--- src/rtl/swm_pkg.sv ---
package swm_pkg;

  typedef struct packed {
    logic loadSample;
    logic loadRef;
    logic loadHeld;
    logic refFromSample;
    logic showHeld;
  } swmCtrl_t;

  localparam int unsigned INIT_READS = 2;

endpackage

--- src/rtl/swm_datapath.sv ---
module swm_datapath #(
  parameter int unsigned W = 16
) (
  input  logic                 clk,
  input  logic                 rstN,
  input  swm_pkg::swmCtrl_t    ctrl,
  input  logic [W-1:0]         scanData,
  output logic                 changeDet,
  output logic [W-1:0]         reportValue
);

  logic [W-1:0] sampleReg;
  logic [W-1:0] refReg;
  logic [W-1:0] heldReg;
  logic [W-1:0] effRef;
  logic [W-1:0] bitDiff;

  assign effRef = ctrl.refFromSample ? sampleReg : refReg;

  for (genvar i = 0; i < W; i++) begin : gDiff
    assign bitDiff[i] = scanData[i] ^ effRef[i];
  end

  assign changeDet = |bitDiff;

  always_ff @(posedge clk or negedge rstN) begin
    if (!rstN) begin
      sampleReg <= '0;
      refReg    <= '0;
      heldReg   <= '0;
    end else begin
      if (ctrl.loadSample) sampleReg <= scanData;
      if (ctrl.loadRef)    refReg    <= sampleReg;
      if (ctrl.loadHeld)   heldReg   <= scanData;
    end
  end

  assign reportValue = ctrl.showHeld ? heldReg : sampleReg;

endmodule

--- src/rtl/swm_control.sv ---
module swm_control (
  input  logic              clk,
  input  logic              rstN,
  input  logic              scanValid,
  input  logic              readStb,
  input  logic              sleepEnter,
  input  logic              capEn,
  input  logic              wakeEn,
  input  logic              changeDet,
  output swm_pkg::swmCtrl_t ctrl,
  output logic              pending,
  output logic              wakeReq
);

  localparam int unsigned CW = $clog2(swm_pkg::INIT_READS + 1);

  logic [CW-1:0] initCnt;
  logic          initDone;
  logic          wakeArmed;
  logic          hit;
  logic          capture;
  logic          fire;

  assign initDone = (initCnt == CW'(swm_pkg::INIT_READS));
  assign hit      = scanValid && changeDet && initDone;
  assign capture  = capEn && hit && (!pending || readStb);
  assign fire     = hit && wakeEn && wakeArmed;

  always_comb begin
    ctrl               = '0;
    ctrl.loadSample    = scanValid;
    ctrl.loadRef       = readStb;
    ctrl.loadHeld      = capture;
    ctrl.refFromSample = readStb;
    ctrl.showHeld      = capEn && pending;
  end

  always_ff @(posedge clk or negedge rstN) begin
    if (!rstN) begin
      initCnt <= '0;
    end else if (readStb && !initDone) begin
      initCnt <= initCnt + 1'b1;
    end
  end

  always_ff @(posedge clk or negedge rstN) begin
    if (!rstN) begin
      pending <= 1'b0;
    end else if (!capEn) begin
      pending <= 1'b0;
    end else if (capture) begin
      pending <= 1'b1;
    end else if (readStb) begin
      pending <= 1'b0;
    end
  end

  always_ff @(posedge clk or negedge rstN) begin
    if (!rstN) begin
      wakeReq   <= 1'b0;
      wakeArmed <= 1'b1;
    end else begin
      wakeReq <= fire;
      if (fire) begin
        wakeArmed <= 1'b0;
      end else if (readStb || sleepEnter) begin
        wakeArmed <= 1'b1;
      end
    end
  end

endmodule

--- src/rtl/swm_capture_top.sv ---
module swm_capture_top #(
  parameter int unsigned W = 16
) (
  input  logic         clk,
  input  logic         rstN,
  input  logic         scanValid,
  input  logic [W-1:0] scanData,
  input  logic         capEn,
  input  logic         wakeEn,
  input  logic         readStb,
  input  logic         sleepEnter,
  output logic [W-1:0] reportValue,
  output logic         pending,
  output logic         wakeReq
);

  swm_pkg::swmCtrl_t ctrl;
  logic              changeDet;

  swm_control uCtrl (
    .clk        (clk),
    .rstN       (rstN),
    .scanValid  (scanValid),
    .readStb    (readStb),
    .sleepEnter (sleepEnter),
    .capEn      (capEn),
    .wakeEn     (wakeEn),
    .changeDet  (changeDet),
    .ctrl       (ctrl),
    .pending    (pending),
    .wakeReq    (wakeReq)
  );

  swm_datapath #(.W(W)) uData (
    .clk         (clk),
    .rstN        (rstN),
    .ctrl        (ctrl),
    .scanData    (scanData),
    .changeDet   (changeDet),
    .reportValue (reportValue)
  );

endmodule

--- config.mk ---
export PLATFORM = sky130hd
export DESIGN_NAME = swm_capture_top
export DESIGN_NICKNAME = d
export VERILOG_FILES = /design/src/rtl/swm_pkg.sv /design/src/rtl/swm_datapath.sv /design/src/rtl/swm_control.sv /design/src/rtl/swm_capture_top.sv
export SDC_FILE = /design/constraint.sdc
export NUM_CORES = 1
export LEC_CHECK = 0
export BUFFER_PORTS_ARGS = -buffer_cell sky130_fd_sc_hd__buf_4
export CAP_MARGIN = 0
export CELL_PAD_IN_SITES_DETAIL_PLACEMENT = 1
export CELL_PAD_IN_SITES_GLOBAL_PLACEMENT = 1
export CORE_MARGIN = 2
export CORE_UTILIZATION = 49
export DETAILED_ROUTE_END_ITERATION = 8
export PLACE_DENSITY_LB_ADDON = 0.1
export SYNTH_ARGS = -nofsm -noshare
export SYNTH_HDL_FRONTEND = slang
export SYNTH_SLANG_ARGS = --single-unit
--- constraint.sdc ---
create_clock -name clk -period 3.8 [get_ports clk]
set_input_delay 0.38 -clock clk [delete_from_list [all_inputs] [get_ports clk]]
set_output_delay 0.38 -clock clk [all_outputs]
set_load 0.005 [all_outputs]
Yosys cells after proc, flatten, opt, wreduce, memory -nomap -nowiden
Index checks and enable logic that the tools add are counted.
{ "word_totals": {"regBits": 53, "inputBits": 23, "output_inout_bits": 18, "wordCells": 47} }
{ "classes": {"n_addsub": 1, "n_eq_ne": 2, "mux": 7, "bitwise_logic": 16, "reduce_logical": 14} }
{ "ops": {"columns": ["cell", "n"], "rows": [
  ["2-to-1 mux 16 bit", 2],
  ["OR reduction 16 bit", 1],
  ["XOR 1 bit", 16],
  ["logical AND 1 bit", 8],
  ["2-to-1 mux 1 bit", 5],
  ["!= test 3 x 1 -> 1 bit, second input constant", 1],
  ["adder 2 x 1 -> 2 bit, second input constant", 1],
  ["== test 2 bit, second input constant", 1],
  ["logical NOT 1 bit", 2],
  ["logical OR 1 bit", 2],
  ["nonzero test 2 bit", 1]
]} }

Logic depth before layout (Yosys ltp)
{ "logic_depth": {"ltp_word": 9, "mapped_depth": 9, "depth_no_buf": 6} }

Modules after synthesis
Synthesis repeated with hierarchy kept, for this count alone.
{ "hier_totals": {"cells_unflattened": 183, "area_unflattened_um2": 2588.7} }
{ "modules_own_cells": {"columns": ["mod", "instances", "cells_per_inst", "area_each_um2", "seq_area_each_um2"], "rows": [
  ["swm_datapath", 1, 159, 2319.7, 1201.2],
  ["swm_control", 1, 24, 269.0, 126.4]
]} }

Least setup slack after synthesis
No wires, ideal clock.
{ "synth_timing": {"path_type": "input port to flip-flop", "from": "in readStb", "to": "reg uData.heldReg[10]", "setup_ns": 0.125, "arrival_time_ns": 2.080, "t_required_ns": 3.675, "path_slack_ns": 1.595, "cell_stages": 9, "n_path_buf": 3, "path_cell_list": "buf_6 > buf_12 > mux2_4 > xor2_1 > nor4_2 > nand4_2 > nand3_4 > buf_12 > mux2_4"} }
{ "synth_via": {"elab_chain_len": 7, "elab_cells_between_ends": 23, "cone_classes": "mux (1); bitwise (16); reduce/logical (6)"} }
{ "synth_rtl": {"columns": ["element", "line_no", "text"], "rows": [
  ["from (decl)", "swm_capture_top.sv:10", "input logic readStb,"],
  ["2-to-1 mux 16 bit", null, null],
  ["via uData.effRef[7]", "swm_datapath.sv:15", "logic [W-1:0] effRef;"],
  ["XOR 1 bit", "swm_datapath.sv:21", "assign bitDiff[i] = scanData[i] ^ effRef[i];"],
  ["OR reduction 16 bit", "swm_datapath.sv:24", "assign changeDet = |bitDiff;"],
  ["logical AND 1 bit (2 in a row)", "swm_control.sv:25", "assign hit = scanValid && changeDet && initDone;"],
  ["logical AND 1 bit (2 in a row)", "swm_control.sv:26", "assign capture = capEn && hit && (!pending || readStb);"],
  ["to (signal assigned)", "swm_datapath.sv:34", "if (ctrl.loadHeld) heldReg <= scanData;"],
  ["to (decl)", "swm_datapath.sv:14", "logic [W-1:0] heldReg;"]
]} }
The timed path passes the listed nets, and every way through them passes these cells.
A chain may end at the register's enable or synchronous reset.

Worst setup path after layout
{ "layout_timing": {"from": "in readStb", "to": "reg uData.heldReg[1]"} }
Same word-level chain as after synthesis.

==> impl_results.md <==
* Peak VDD IR at between 0.0002 and 0.00025 V
* Max-slew headroom at a little over two fifths
* Synthesized cell area at around 2500 um^2
* Critical path arrival at roughly 2.6 ns
* Hold Vio Cnt, Final at 0
* Worst Path Max Fanout at 19
* Mean post-synth cell area at approximately 15 um^2
* WL met3 at 203 um
* Post-Synth Simple-Gate Area at ~4.6%
* Storage element area at 1330 um^2
* DRC at 0
* Cell count after synthesis at 160
* Vias in the first global route at approximately 1600
* Area growth syn-to-layout at 16.7%
* Final setup vio count at 0
* Compound-Gate Fraction of Synth Area at 0.812%
* GP Congestion at 0.720
* Synth Area in Adders at less than 1%
* Dpl hpwl at between 3000 and 4000 um
* Total core area at between 4000 and 5000 um^2
* Initial cell density of the core at roughly half
* Type of the worst min-delay path: in -> async
* Num CTS Buffers at 5
* Synth Register Bits at 53
* Wl on met1 at ~2200 um
* RSZ-0062 raised after global routing: false
* Worst setup margin at around 1.4 ns
* Period minus WS final at 2.37 ns
* Period utilization at about 62%
* Fin nets at ~230
* Synth Net Count at 184
* Crit start category: input pin
* Clock Path Buffers at 2
* Clock latency on the worst-skew pair at 0.31 ns
* Global router's overall resource usage at 20.6%
* Synth warn at 0
* Layout cells sized above 1 at around 57%
* Mux share of post-synthesis cell area at approximately a third
* Final setup TNS at 0 ns
* Die area at ~5600 um^2
* Clock Sinks at 53
* CTS tree: built
* Placed cell area at roughly 2800 um^2
* Post-synthesis sequential area ratio at 53.9%
* Max-Cap Viols at 0
* Pre-CTS WS at about 1.1 ns
* Hold-fix buffers, CTS at 0
* Cts repair resizes at 0
* WL per Instance at ~19 um
* Overflow after GRT at 0
* Initial antenna violation count at 0
* Detail Route Antenna Nets at 0
* Number of distinct library cells after synthesis at 24
* PortBufs at 40
* Worst slew pin tran at around 0.85 ns
* Crit end category: flop
* IO Count at 41
* XOR/XNOR Fraction of Synth Area at 6.04%
* Vias per cell at about 5.3
* H-tree Lvls at 2
* Power per cell area at between 500 and 600 nW/um^2
* DR WL met2 at approximately 2600 um
* Setup Fix Bufs, Post-CTS at 0
* Setup CP Type: in -> reg
* Multi-input logic area at 1070 um^2
* FP Rows at 25
* Fillers at about 460
* Chip height at 74.9 um
* Worst clock skew at 0.0110 ns
* Fmax at approximately 420 MHz
* DRT iter0 DRCs at 52
* DRT Pass-1 Iters at 4
* Wirelength, routed at between 5000 and 6000 um
* Clk slew on worst S/H paths at roughly 0.090 ns
* Max layer used: met4
* Core Util, Final at between 60% and 70%
* Largest net degree at the start of global routing at 54
* Status: finished, final reports clean
* CTS root buffer: clkbuf_8
* Design Power at approximately 1500 uW
* Ant diodes at 0
* Final Cell Area at ~2900 um^2
* Leakage at ~0.0013 uW
* Largest family of logic cells by synthesized area: multiplexers
* Slew Viols, Final at 0
* CP required at roughly 4 ns
* Via Count at 1428
* Die W at approximately 75 um
* First-pass GRT wire length at approximately 8400 um
per-stage QoR:
step	hold slack, ns	cells
floorplan	0.0844	160
global placement	0.444	261
detailed placement	0.463	261
CTS	0.129	269
global route	0.136	269
finish	0.0951	269
cells in the mapped netlist (all sizes together):
cell    count  area share (%)
nand2b      2            0.51
o21ai       1            0.20
xor2       16             5.7
xnor2       1            0.36
nand2       3            0.46
dfrtp      52              53
or3         1            0.25
buf         3             2.1
nand3       2            0.91
clkbuf      3            0.46
dfstp       1             1.1
mux2       64              32
ha          1            0.51
o21a        1            0.30
nor4        4             1.5
and3        1            0.25
inv         1            0.15
a21boi      1            0.30
nor2        1            0.15
nand4       1            0.51
registers in the layout (all words and copies together) (netlist names):
signal,cells
uData.heldReg,16
uData.refReg,16
uData.sampleReg,16
uCtrl.initCnt,2
uCtrl.pending,1
uCtrl.wakeArmed,1
uCtrl.wakeReq,1
power breakdown:
group / internal, uW / total [uW] / switching, uW
Combinational: 252 / 407 / 155
Sequential: 708 / 788 / 80.0
Clock: 149 / 323 / 174
Total: 1110 / 1520 / 409
worst max-delay path, cell delays in order:
cell and delay, ns:
buf_4 0.27, mux2_2 0.39, xor2_1 0.15, nor4_1 0.44, nand4_2 0.20, nand3_4 0.32, mux2_2 0.38
cell usage in the layout (no fill, tap or decap), types with 2 or more instances in the layout:
cell	instances
dfrtp_1	52
mux2_4	15
clkbuf_8	6
nor4_1	2
nor4_2	2
xor2_1	16
nand2_1	3
buf_4	40
mux2_2	49
clkbuf_1	2
nand2b_1	2
routing by layer:
metal	global-route usage, %	vias to the layer above
li1	-	642
met1	27.6	745
met2	33.9	35
met3	4.55	6
met4	5.95	0
met5	0	-
cells by family after synthesis:
logic type,after synthesis
muxes,64
adders and majority gates,1
buffers and inverters,7
AOI/OAI and AO/OA,3
DFF,53
xor gates and xnor gates,17
and+or+nand+nor,15
cell type report:
cell class,instances,area share [%]
Timing Repair Buffer,40,10.4
Inverter,1,0.130
Clock buffer,8,3.13
Sequential cell,53,46.2
Multi-Input combinational cell,100,37.2
Tap cell,67,2.91
final timing paths:
| kind | start | depth (start not counted) | to | slack (ns) |
|---|---|---|---|---|
| worst max register to register | uData.sampleReg[1] | 6 | uData.heldReg[1] | 1.50 |
| worst max-delay path | readStb | 7 | uData.heldReg[1] | 1.43 |
| worst min-delay path | rstN | 1 | uData.refReg[9] | 0.1 |
| max in group asynchronous | rstN | 1 | uData.sampleReg[5] | 3.24 |
| min in group clk | wakeEn | 3 | uCtrl.wakeReq | 0.33 |
| worst min register to register | uCtrl.initCnt[0] | 1 | uCtrl.initCnt[0] | 0.48 |
No activity file was read; power rests on OpenSTA's default activity.
